## src/rtl/sdac_pkg.sv

```systemverilog
package sdac_pkg;
  localparam int WORD_BITS = 16;
  localparam int SYNC_DEPTH = 2;
  localparam int N_LINES = 4;
  localparam int L_SEL  = 0;
  localparam int L_SCK  = 1;
  localparam int L_DIN  = 2;
  localparam int L_LOAD = 3;
  // Idle levels: select high, load high, clock and data low.
  localparam logic [N_LINES-1:0] LINE_IDLE = 4'b1001;

  function automatic logic frame_complete(input int unsigned edges, input int unsigned bits);
    return edges == bits;
  endfunction
endpackage

```

## src/rtl/sdac_line_sync.sv

```systemverilog
module sdac_line_sync #(
  parameter int N = 4,
  parameter int STAGES = 2,
  parameter logic [N-1:0] IDLE = '0
) (
  input  logic         clk,
  input  logic         rst_n,
  input  logic [N-1:0] pin,
  output logic [N-1:0] lvl,
  output logic [N-1:0] rise,
  output logic [N-1:0] fall
);
  localparam int PW = STAGES + 1;

  for (genvar i = 0; i < N; i++) begin : g_line
    logic [PW-1:0] pipe;
    always_ff @(posedge clk or negedge rst_n) begin
      if (!rst_n) pipe <= {PW{IDLE[i]}};
      else        pipe <= {pipe[PW-2:0], pin[i]};
    end
    assign lvl[i]  = pipe[STAGES-1];
    assign rise[i] = pipe[STAGES-1] & ~pipe[STAGES];
    assign fall[i] = ~pipe[STAGES-1] & pipe[STAGES];
  end
endmodule

```

## src/rtl/sdac_shift.sv

```systemverilog
module sdac_shift #(
  parameter int WORD_W = 16,
  localparam int CNT_MAX = WORD_W + 1,
  localparam int CNT_W = $clog2(WORD_W + 2)
) (
  input  logic              clk,
  input  logic              rst_n,
  input  logic              sel_lvl,
  input  logic              sel_fall,
  input  logic              sel_rise,
  input  logic              sck_rise,
  input  logic              din_lvl,
  output logic              word_valid,
  output logic              frame_bad,
  output logic [WORD_W-1:0] word
);
  logic [WORD_W-1:0] shreg;
  logic [CNT_W-1:0]  cnt;
  logic              good_count;

  assign good_count = sdac_pkg::frame_complete(32'(cnt), 32'(WORD_W));
  assign word = shreg;

  always_ff @(posedge clk or negedge rst_n) begin
    if (!rst_n) begin
      shreg      <= '0;
      cnt        <= '0;
      word_valid <= 1'b0;
      frame_bad  <= 1'b0;
    end else begin
      word_valid <= sel_rise && good_count;
      frame_bad  <= sel_rise && !good_count;
      if (sel_fall) begin
        shreg <= '0;
        cnt   <= '0;
      end else if (!sel_lvl && sck_rise) begin
        shreg <= {shreg[WORD_W-2:0], din_lvl};
        if (cnt != CNT_W'(CNT_MAX)) cnt <= cnt + 1'b1;
      end
    end
  end

  // the edge counter saturates one past a full word
  p_count_bounded_r4: assert property (@(posedge clk) disable iff (!rst_n)
    cnt <= CNT_W'(CNT_MAX));
  // no shifting while the frame select is high
  p_idle_no_shift_r10: assert property (@(posedge clk) disable iff (!rst_n)
    (sel_lvl && sck_rise) |=> $stable(shreg));
endmodule

```

## src/rtl/sdac_latch.sv

```systemverilog
module sdac_latch #(
  parameter int WORD_W = 16
) (
  input  logic              clk,
  input  logic              rst_n,
  input  logic              word_valid,
  input  logic [WORD_W-1:0] word,
  input  logic              load_lvl,
  input  logic              load_fall,
  input  logic              sel_lvl,
  output logic [WORD_W-1:0] dac_code,
  output logic              dac_update
);
  logic [WORD_W-1:0] hold;
  logic              pending;
  logic              direct_wr;
  logic              release_wr;

  assign direct_wr  = word_valid && !load_lvl;
  assign release_wr = load_fall && sel_lvl && pending;

  always_ff @(posedge clk or negedge rst_n) begin
    if (!rst_n) begin
      dac_code   <= '0;
      dac_update <= 1'b0;
      hold       <= '0;
      pending    <= 1'b0;
    end else begin
      dac_update <= direct_wr || release_wr;
      if (direct_wr) begin
        dac_code <= word;
        pending  <= 1'b0;
      end else if (release_wr) begin
        dac_code <= hold;
        pending  <= 1'b0;
      end
      if (word_valid && load_lvl) begin
        hold    <= word;
        pending <= 1'b1;
      end
    end
  end

  // the code moves only together with the update pulse
  p_code_needs_strobe_r8: assert property (@(posedge clk) disable iff (!rst_n)
    (dac_code != $past(dac_code)) |-> dac_update);
  // a good frame with load low lands on the next cycle
  p_direct_write_r3: assert property (@(posedge clk) disable iff (!rst_n)
    (word_valid && !load_lvl) |=> (dac_update && dac_code == $past(word)));
  // a load fall with select high releases the pending word
  p_release_r5: assert property (@(posedge clk) disable iff (!rst_n)
    (load_fall && sel_lvl && pending) |=> (dac_update && !pending));
  // a pending word survives until something consumes it
  p_pend_kept_r7: assert property (@(posedge clk) disable iff (!rst_n)
    (pending && !load_fall && !word_valid) |=> pending);
endmodule

```

## src/rtl/sdac_front.sv

```systemverilog
module sdac_front #(
  parameter int WORD_W = sdac_pkg::WORD_BITS,
  parameter int SYNC_STAGES = sdac_pkg::SYNC_DEPTH
) (
  input  logic              clk,
  input  logic              rst_n,
  input  logic              sel_n,
  input  logic              ser_clk,
  input  logic              ser_din,
  input  logic              load_n,
  output logic [WORD_W-1:0] dac_code,
  output logic              dac_update,
  output logic              frame_err
);
  import sdac_pkg::*;

  logic [N_LINES-1:0] pins, lvl, rise, fall;
  logic               word_valid, frame_bad;
  logic [WORD_W-1:0]  word;

  assign pins[L_SEL]  = sel_n;
  assign pins[L_SCK]  = ser_clk;
  assign pins[L_DIN]  = ser_din;
  assign pins[L_LOAD] = load_n;

  sdac_line_sync #(.N(N_LINES), .STAGES(SYNC_STAGES), .IDLE(LINE_IDLE)) u_sync (
    .clk(clk), .rst_n(rst_n), .pin(pins), .lvl(lvl), .rise(rise), .fall(fall));

  sdac_shift #(.WORD_W(WORD_W)) u_shift (
    .clk(clk), .rst_n(rst_n),
    .sel_lvl(lvl[L_SEL]), .sel_fall(fall[L_SEL]), .sel_rise(rise[L_SEL]),
    .sck_rise(rise[L_SCK]), .din_lvl(lvl[L_DIN]),
    .word_valid(word_valid), .frame_bad(frame_bad), .word(word));

  sdac_latch #(.WORD_W(WORD_W)) u_latch (
    .clk(clk), .rst_n(rst_n), .word_valid(word_valid), .word(word),
    .load_lvl(lvl[L_LOAD]), .load_fall(fall[L_LOAD]), .sel_lvl(lvl[L_SEL]),
    .dac_code(dac_code), .dac_update(dac_update));

  always_ff @(posedge clk or negedge rst_n) begin
    if (!rst_n)         frame_err <= 1'b0;
    else if (frame_bad) frame_err <= 1'b1;
  end

  // a bad frame raises the flag, and the flag stays up
  p_bad_sets_err_r4: assert property (@(posedge clk) disable iff (!rst_n)
    frame_bad |=> frame_err);
  p_err_sticky_r4: assert property (@(posedge clk) disable iff (!rst_n)
    frame_err |=> frame_err);
endmodule

```

## config.mk

```make
export PLATFORM = sky130hd
export DESIGN_NAME = sdac_front
export DESIGN_NICKNAME = d
export VERILOG_FILES = /design/src/rtl/sdac_pkg.sv /design/src/rtl/sdac_line_sync.sv /design/src/rtl/sdac_shift.sv /design/src/rtl/sdac_latch.sv /design/src/rtl/sdac_front.sv
export SDC_FILE = /design/constraint.sdc
export NUM_CORES = 1
export LEC_CHECK = 0
export BUFFER_PORTS_ARGS = -buffer_cell sky130_fd_sc_hd__buf_2
export CORE_ASPECT_RATIO = 1.2
export CORE_MARGIN = 2
export CORE_UTILIZATION = 40
export CTS_CLUSTER_SIZE = 28
export DETAILED_ROUTE_END_ITERATION = 16
export PLACE_DENSITY_LB_ADDON = 0.05
export SYNTH_ARGS = -nofsm -noshare
export SYNTH_HDL_FRONTEND = slang
export SYNTH_SLANG_ARGS = --single-unit
```

## constraint.sdc

```tcl
create_clock -name clk -period 3.2 [get_ports clk]
set_input_delay 0.48 -clock clk [delete_from_list [all_inputs] [get_ports clk]]
set_output_delay 0.48 -clock clk [all_outputs]
set_load 0.05 [all_outputs]
```

# Word level (Yosys, flattened, before mapping)
# Cells that the tools add are included.
# totals
register_bits	69
in_bits	6
out_inout_bits	18
word_cells	50
# op_classes
add_sub_neg	1
eq_ne	2
muxes	10
bitwise_logic	8
n_reduce_logical	16
# ops
op	n
two-way mux 16 bit	4
two-way mux 5 bit	3
logical AND 1 bit	7
nonzero test 2 bit	3
adder 5 x 1 -> 5 bit, second input constant	1
== test 5 bit, second input constant	1
!= test 5 bit, second input constant	1
AND 1 bit	4
inverter 1 bit	4
logical NOT 1 bit	3
two-way mux 1 bit	3
nonzero test 3 bit	1
AND reduction 2 bit	1
logical OR 1 bit	1

# Logic depth before layout (Yosys ltp)
# Gate-level depths: netlist of run 1.
# logic_depth
depth_word	7
depth_mapped	5
ltp_nobuf	5

# Cells and area by module
# From an unflattened synthesis of run 1, not the netlist that was laid out.
# unflattened
cells_unflattened	227
hier_area_um2	2997.9
# modules_own_cells
module	n_inst	cells_per_inst	area_each_um2	seq_area_each_um2
sdac_latch	1	93	1537.7	850.8
sdac_shift	1	108	1041.0	575.6
sdac_line_sync	1	24	387.9	307.8
sdac_front	1	2	31.3	25.0

# Worst setup path before layout of run 1
# OpenSTA, ideal clock, no wires.
# synth_path
kind	reg-to-reg
startpoint	register u_sync.g_line[0].pipe[1]
endpoint	register u_latch.dac_code[10]
setup_ps	125
arrival_time_ps	1517
t_required_ps	3075
slack_ps	1558
stages_incl_launch_ff	6
path_buffers	2
synth_period_minus_slack_ps	1642
path_cell_list	dfstp_2 buf_4 a31oi_1 nor2_2 buf_6 mux2_4
# synth_via
elab_chain_cells	3
# synth_lines
item	line_no	source
start: declaration	sdac_line_sync.sv:16	logic [PW-1:0] pipe;
start signal: assignment	sdac_line_sync.sv:18	if (!rst_n) pipe <= {PW{IDLE[i]}};
start signal: assignment	sdac_line_sync.sv:19	else pipe <= {pipe[PW-2:0], pin[i]};
logical AND 1 bit (2 in a row)	sdac_latch.sv:20	assign release_wr = load_fall && sel_lvl && pending;
nonzero test 2 bit (no source line)	-	
end signal: assignment	sdac_latch.sv:31	dac_code <= word;
end signal: assignment	sdac_latch.sv:34	dac_code <= hold;
end: declaration	sdac_latch.sv:11	output logic [WORD_W-1:0] dac_code,
# No other way between the ends.
# A chain may end at the register's enable or synchronous reset.

# Worst setup path in the final report of run 1
# layout_path
startpoint	register u_sync.g_line[0].pipe[1]
endpoint	register u_latch.dac_code[9]
# The elaborated chain is that of the path after synthesis.

==> results of run 1 <==
[how the worst min path moves through the flow]
stage | end | cells past startpoint
after global placement | u_sync.g_line[1].pipe[1] | 0
after CTS | u_sync.g_line[0].pipe[0] | 1
after floorplan | frame_err | 0
after detailed placement | u_sync.g_line[1].pipe[1] | 0
final | u_shift.cnt[3] | 1
after global routing | u_sync.g_line[0].pipe[0] | 1
[logic make-up (layout without fill, tap and decap cells)]
family	count (synthesis)	count (layout)	synth area share, %
and+or+nand+nor	48	48	8.801
adders and majority gates	3	3	1.276
AOI/OAI and AO/OA	35	35	7.228
buffers and inverters	14	45	2.849
DFF	69	69	58.93
muxes	48	48	20.92
[sequential cells by signal, indices dropped and copies added (netlist names)]
name,cells
frame_err,1
u_latch.dac_code,16
u_latch.dac_update,1
u_latch.hold,16
u_latch.pending,1
u_shift.cnt,5
u_shift.frame_bad,1
u_shift.word,16
u_shift.word_valid,1
u_sync.g_line.pipe,11
[power groups by stage]
stage / combinational, mW / clock [mW] / sequential, mW
detailed placement: 0.0506 / 0 / 0.916
floorplan: 0.0249 / 0 / 0.910
CTS: 0.0508 / 0.626 / 0.899
finish: 0.0480 / 0.596 / 0.900
global route: 0.0570 / 0.662 / 0.902
global placement: 0.0502 / 0 / 0.916
[synth_stat cells (4+ instances only)]
| cell type | n | share of area [%] |
|---|---|---|
| a21oi_1 | 13 | 2.2 |
| a22oi_1 | 6 | 1.5 |
| buf_2 | 4 | 0.68 |
| dfrtp_1 | 63 | 54 |
| dfstp_2 | 6 | 5.4 |
| inv_1 | 4 | 0.51 |
| mux2_2 | 28 | 11 |
| mux2_4 | 20 | 10 |
| nand2_1 | 27 | 3.4 |
| nand3_1 | 4 | 0.68 |
| o21ai_0 | 9 | 1.5 |
[final cells by class]
class / instances / area (um2)
Clock inverter: 2 / 10.01
Timing Repair Buffer: 26 / 150.1
Fill cell: 660 / 3894
Tap cell: 90 / 112.6
Clock buffer: 13 / 148.9
Sequential cell: 69 / 1734
Inverter: 4 / 15.01
Multi-Input combinational cell: 134 / 1125
[layer usage]
metal	vias up	global-route usage [%]	routed length (um)
li1	826	-	-
met1	872	18.38	2382
met2	28	22.15	2356
met3	10	2.865	159
met4	0	7.436	104
met5	-	0	0
[critical path: stages, from the launching register on]
cell     delay, ns
dfstp_2       0.73
a31oi_1       0.15
nor2_2        0.33
buf_4         0.30
mux2_4        0.32
[per-stage QoR]
step | instance area (um2) | hold slack [ns]
2_1_floorplan | 2943 | 0.1844
3_3_place_gp | 3137 | 0.3328
3_5_place_dp | 3137 | 0.3365
4_1_cts | 3296 | 0.2181
5_1_grt | 3296 | 0.2203
6_report | 3296 | 0.2214
==> run metrics, run 1 <==
status=complete, no violations; WS Path Type=reg2reg; Reg2Reg Setup Slack=1.24 ns; Initial DRT Pass Iterations=4; RSZ-0062 raised after global routing=false; power per standard cell area=468.5 nW/um2; I/O Buffers=23; # setup viols final=0; Critical R2R Launch=u_sync.g_line[0].pipe[1]; Ys Warns=0; flops & latches, synth=69; n_diodes=0; Clk pin slew, worst setup/hold paths=0.07 ns; Max VDD drop=0.2295 mV; crit path launch type=flop; sequential power share=58.3%; FP Rows=34; CP max FO=18; Post-CTS Setup Bufs=0; arrival time worst endpoint=2.18 ns; final worst path period share=61.33%; Final Max Tran Viols=0; largest net degree at the start of global routing=38; I/O pins=24; Die W=82.30 um; CTS resizes=0; Cells after DPL=323; H-tree lvl count=3; CTS Buf Count=9; final hold violations=0; Reg2Reg Depth=4; non-filler cells, final=338; Syn-to-layout area delta=11.99%; Nets=253; Post-synth EDFFs=0; synth unique cells=34; post-detail-place hpwl=3.234 mm; die height=97.96 um; Int Power=1.198 mW; most frequent cells in the layout=dfrtp_1, mux2_2, nand2_1; initial antenna violation count=0; Tot GR Track Use=14.20%; Critical path destination=u_latch.dac_code[9]; clock tree buffer depth=2; # clock sinks=69; required time of the critical path=3.41 ns; NetSw=0.3462 mW; Final Skew=0.004769 ns; Die Footprint=8062 um2; DR vias=1736; top_reg_cell synth=dfrtp_1; max_slew headroom=34.03%; Placeable Area=7189 um2; first-pass GRT wire length=8.728 mm; commonest non-fill, non-tap cell in the layout=dfrtp_1; setup ws final=1.237 ns; Initial Util=40.93%; MaxCap Viol Count=0; vias in the first global route=1808; Detail Route Antenna Nets=0; Max Freq=509.5 MHz; pre-CTS setup slack=1.214 ns; TNS Setup=0 ns; Critical Path Start=u_sync.g_line[0].pipe[1]; proportion of layout cells with a drive suffix above 1=39.52%; Static Leak=1.598 nW; number of remaining DRC errors=0; hold_buf cts=0; post-synthesis sequential area ratio=58.93%; CTS tree=done; grt total ovfl=0; Vias/cell=5.136; WL per Instance=14.80 um; crit path capture type=flop; Logic pwr share=3.1%; Worst Tran Pin Value=0.9860 ns; Placer Congestion=0.7905; Avg Inst Size Synth=13.56 um2; synthesized area=2943 um2; Async SR Flop Fraction=100.0%; R2R Path End=u_latch.dac_code[9]; Root Driver=clkbuf_8; Pwr Total=1.544 mW; power share of the clock group=38.6%; Mapped Cells=217; Net Sw Frac=22.43%; Post-Synthesis Net Count=226; Final min period=1.963 ns; worst hold path class=in2async; later-pin clock latency in the skew report=0.33 ns; fin util=45.84%; Routed WL=5.003 mm; Detailed Route Iter0 Violations=59
Power figures use the tool's default switching activity.
==> run 2, diff against run 1 <==
ABC_AREA = 1   (was default)
clock period = 1.87 ns   (was 3.2 ns; I/O delays follow)
==> run 2 against run 1 <==
- global-route usage increased by 1.2 points
- cell count increased by 22%
- area after synthesis decreased by 4.8%
- count of clock-buffer cells in the layout decreased by 4
- core utilization increased by 2.0 points
- fmax increased by 35%
- register-to-register slack got worse by 0.82 ns
- largest cell class unchanged
==> run metrics, run 2 <==
CP Cell Sequence=inv_1, nand2_2, buf_4, nand2_1, o21ai_0, nand2_1, nand2_1; commonest non-fill, non-tap cell in the layout=nand2_1; CP bufs+invs=2 (+1); fin util=47.84% (+2.0 points); Max VDD drop=0.4140 mV (+80%); first-pass GRT wire length=8.928 mm (+2.3%); Die W=80.40 um (-2.3%); n_diodes=0 (unchanged); Critical Path Most Common Cell=nand2_1; clock tree buffer depth=2 (unchanged); Final Max Tran Viols=0 (unchanged); required time of the critical path=2.16 ns (-1.25 ns); CTS tree=done; Logic pwr share=3.2% (about the same); commonest cells in the netlist=nand2_1, dfrtp_1, o21ai_0; most frequent cells in the layout=nand2_1, dfrtp_1, o21ai_0; Post-synth EDFFs=0 (unchanged); Cells after DPL=392 (+21%); Syn-to-layout area delta=16.35%; die height=95.68 um (-2.3%); Nets=328 (+30%); number of remaining DRC errors=0 (unchanged); initial antenna violation count=0 (unchanged); synth unique cells=25 (-26%); proportion of layout cells with a drive suffix above 1=18.83% (-21 points); power per standard cell area=910.9 nW/um2 (+94%); Post-CTS Setup Bufs=0 (unchanged); grt total ovfl=0 (unchanged); CTS Buf Count=9 (unchanged); Int Power=2.302 mW (+92%); Root Driver=clkbuf_8; most common cell in the netlist=nand2_1; Final min period=1.457 ns (-0.5058 ns); NetSw=0.6672 mW (+93%); WL per Instance=12.50 um (-16%); Net Sw Frac=22.47% (+0.047 points); power share of the clock group=45.2% (+6.6 points); Post-Synthesis Net Count=297 (+31%); largest area contributor in the netlist=dfrtp_1; RSZ-0062 raised after global routing=false; final hold violations=0 (unchanged); I/O Buffers=23 (unchanged); Reg2Reg Setup Slack=0.41 ns (-0.82 ns); CP max stage cell=dfstp_2; flops & latches, synth=69 (unchanged); Mapped Cells=288 (+33%); crit path capture type=flop; pre-CTS setup slack=0.4198 ns (-0.7942 ns); Clk pin slew, worst setup/hold paths=0.08 ns (about the same); Routed WL=5.138 mm (+2.7%); Die Footprint=7692 um2 (-4.6%); Placeable Area=6813 um2 (-5.2%); post-detail-place hpwl=3.305 mm (+2.2%); vias in the first global route=1866 (+3.2%); cell class contributing the biggest share of worst-path delay=flip-flops; Detail Route Antenna Nets=0 (unchanged); non-filler cells, final=411 (+22%); H-tree lvl count=3 (unchanged); arrival time worst endpoint=1.75 ns (-0.43 ns); largest net degree at the start of global routing=70 (+84%); DR vias=1944 (+12%); CP max FO=18 (unchanged); Placer Congestion=0.7346 (-7.1%); Tot GR Track Use=15.44% (+1.2 points); TNS Setup=0 ns (unchanged); synthesized area=2801 um2 (-4.8%); Vias/cell=4.730 (-7.9%); Detailed Route Iter0 Violations=127 (+120%); worst hold path class=in2reg; Pwr Total=2.969 mW (+92%); Initial Util=41.12% (+0.19 points); Initial DRT Pass Iterations=4 (unchanged); Worst Tran Pin Value=0.3762 ns (-0.6098 ns); sequential power share=51.6% (-6.7 points); max_slew headroom=74.92% (+41 points); final worst path period share=77.90% (+17 points); I/O pins=24 (unchanged); later-pin clock latency in the skew report=0.34 ns (about the same); setup ws final=0.4132 ns (-0.8242 ns); # clock sinks=69 (unchanged); Max Freq=686.4 MHz (+35%); post-synthesis sequential area ratio=61.90% (+3.0 points); crit path launch type=flop; post-synth top area share=56.28% (+2.7 points); cell area after layout=3259 um2 (-1.1%); top_reg_cell synth=dfrtp_1; Async SR Flop Fraction=100.0% (unchanged); Ys Warns=0 (unchanged); Avg Inst Size Synth=9.727 um2 (-28%); Static Leak=1.592 nW (-0.38%); Post-DP Area=3007 um2 (-4.1%); Final Skew=0.008573 ns (+0.003803 ns); largest cells by area after synthesis=dfrtp_1, nand2_1, o21ai_0; hold slack=0.03499 ns (-0.1864 ns); # setup viols final=0 (unchanged); status=complete, no violations; MaxCap Viol Count=0 (unchanged); FP Rows=33 (-2.9%); WS Path Type=reg2reg; Critical Path Max Stage Delay=0.54 ns (-0.19 ns)
-- run 2: cell types whose count changed in the layout (fill, tap and decap cells not counted), sizes merged, moves of 6 or more --
cell   previous run  this run
a21oi            13         0
a22oi             6         0
inv               4        24
mux2             48         0
nand2            27        88
nand3             4        31
o21ai             9        42
o22ai             0         7
-- run 2: logic make-up (layout without fill, tap and decap cells) --
group | count (synthesis) | count (layout) | synth area share, %
simple gates | 128 | 128 | 20.55
flops | 69 | 69 | 61.90
fa+ha+maj | 3 | 3 | 1.340
buf+inv | 36 | 72 | 6.074
compound gates | 49 | 49 | 9.201
xor+xnor | 3 | 3 | 0.9381
-- run 2: worst paths after layout --
check,startpoint,endpoint,cells after the start
min reg2reg,u_sync.g_line[2].pipe[0],u_sync.g_line[2].pipe[1],0
max,u_sync.g_line[3].pipe[1],u_latch.dac_code[10],7
max reg2reg,u_sync.g_line[3].pipe[1],u_latch.dac_code[10],7
max in group asynchronous,rst_n,u_sync.g_line[0].pipe[2],3
min in group asynchronous,rst_n,u_latch.dac_code[2],3
min,ser_din,u_sync.g_line[2].pipe[0],1
-- run 2: power groups by stage --
stage	Sequential, mW	Clock (mW)	Combinational, mW
detailed placement	1.56	0	0.0954
finish	1.53	1.34	0.0957
floorplan	1.56	0	0.0456
global placement	1.56	0	0.0947
CTS	1.53	1.39	0.0974
global route	1.54	1.46	0.113
-- run 2: worst reg2reg max path: stages, from the launching register on --
cell and delay [ns]:
dfstp_2 0.54, inv_1 0.08, nand2_2 0.25, buf_4 0.26, nand2_1 0.07, o21ai_0 0.08
nand2_1 0.07, nand2_1 0.06
-- run 2: layout make-up --
cell class,instances,area [um2]
fill,660,3553
sequential,69,1734
multi-input combinational,183,897.1
timing repair buffer,33,210.2
clock buffer,9,123.9
tap,87,108.9
clock inverter,7,98.84
inverter,23,86.33
-- run 2: metal layers --
layer / wire length (um) / vias to the layer above / share of wire, % / track usage, %
li1: - / 1000 / - / -
met1: 2633 / 902 / 51 / 21.70
met2: 2207 / 34 / 43 / 21.39
met3: 221 / 8 / 4.3 / 5.208
met4: 76 / 0 / 1.5 / 7.203
met5: 0 / - / 0 / 0
-- run 2: repair_timing --
action,CTS,global route
resized for setup,0,0
hold buffers,1,2
endpoints found under the hold margin,63,2
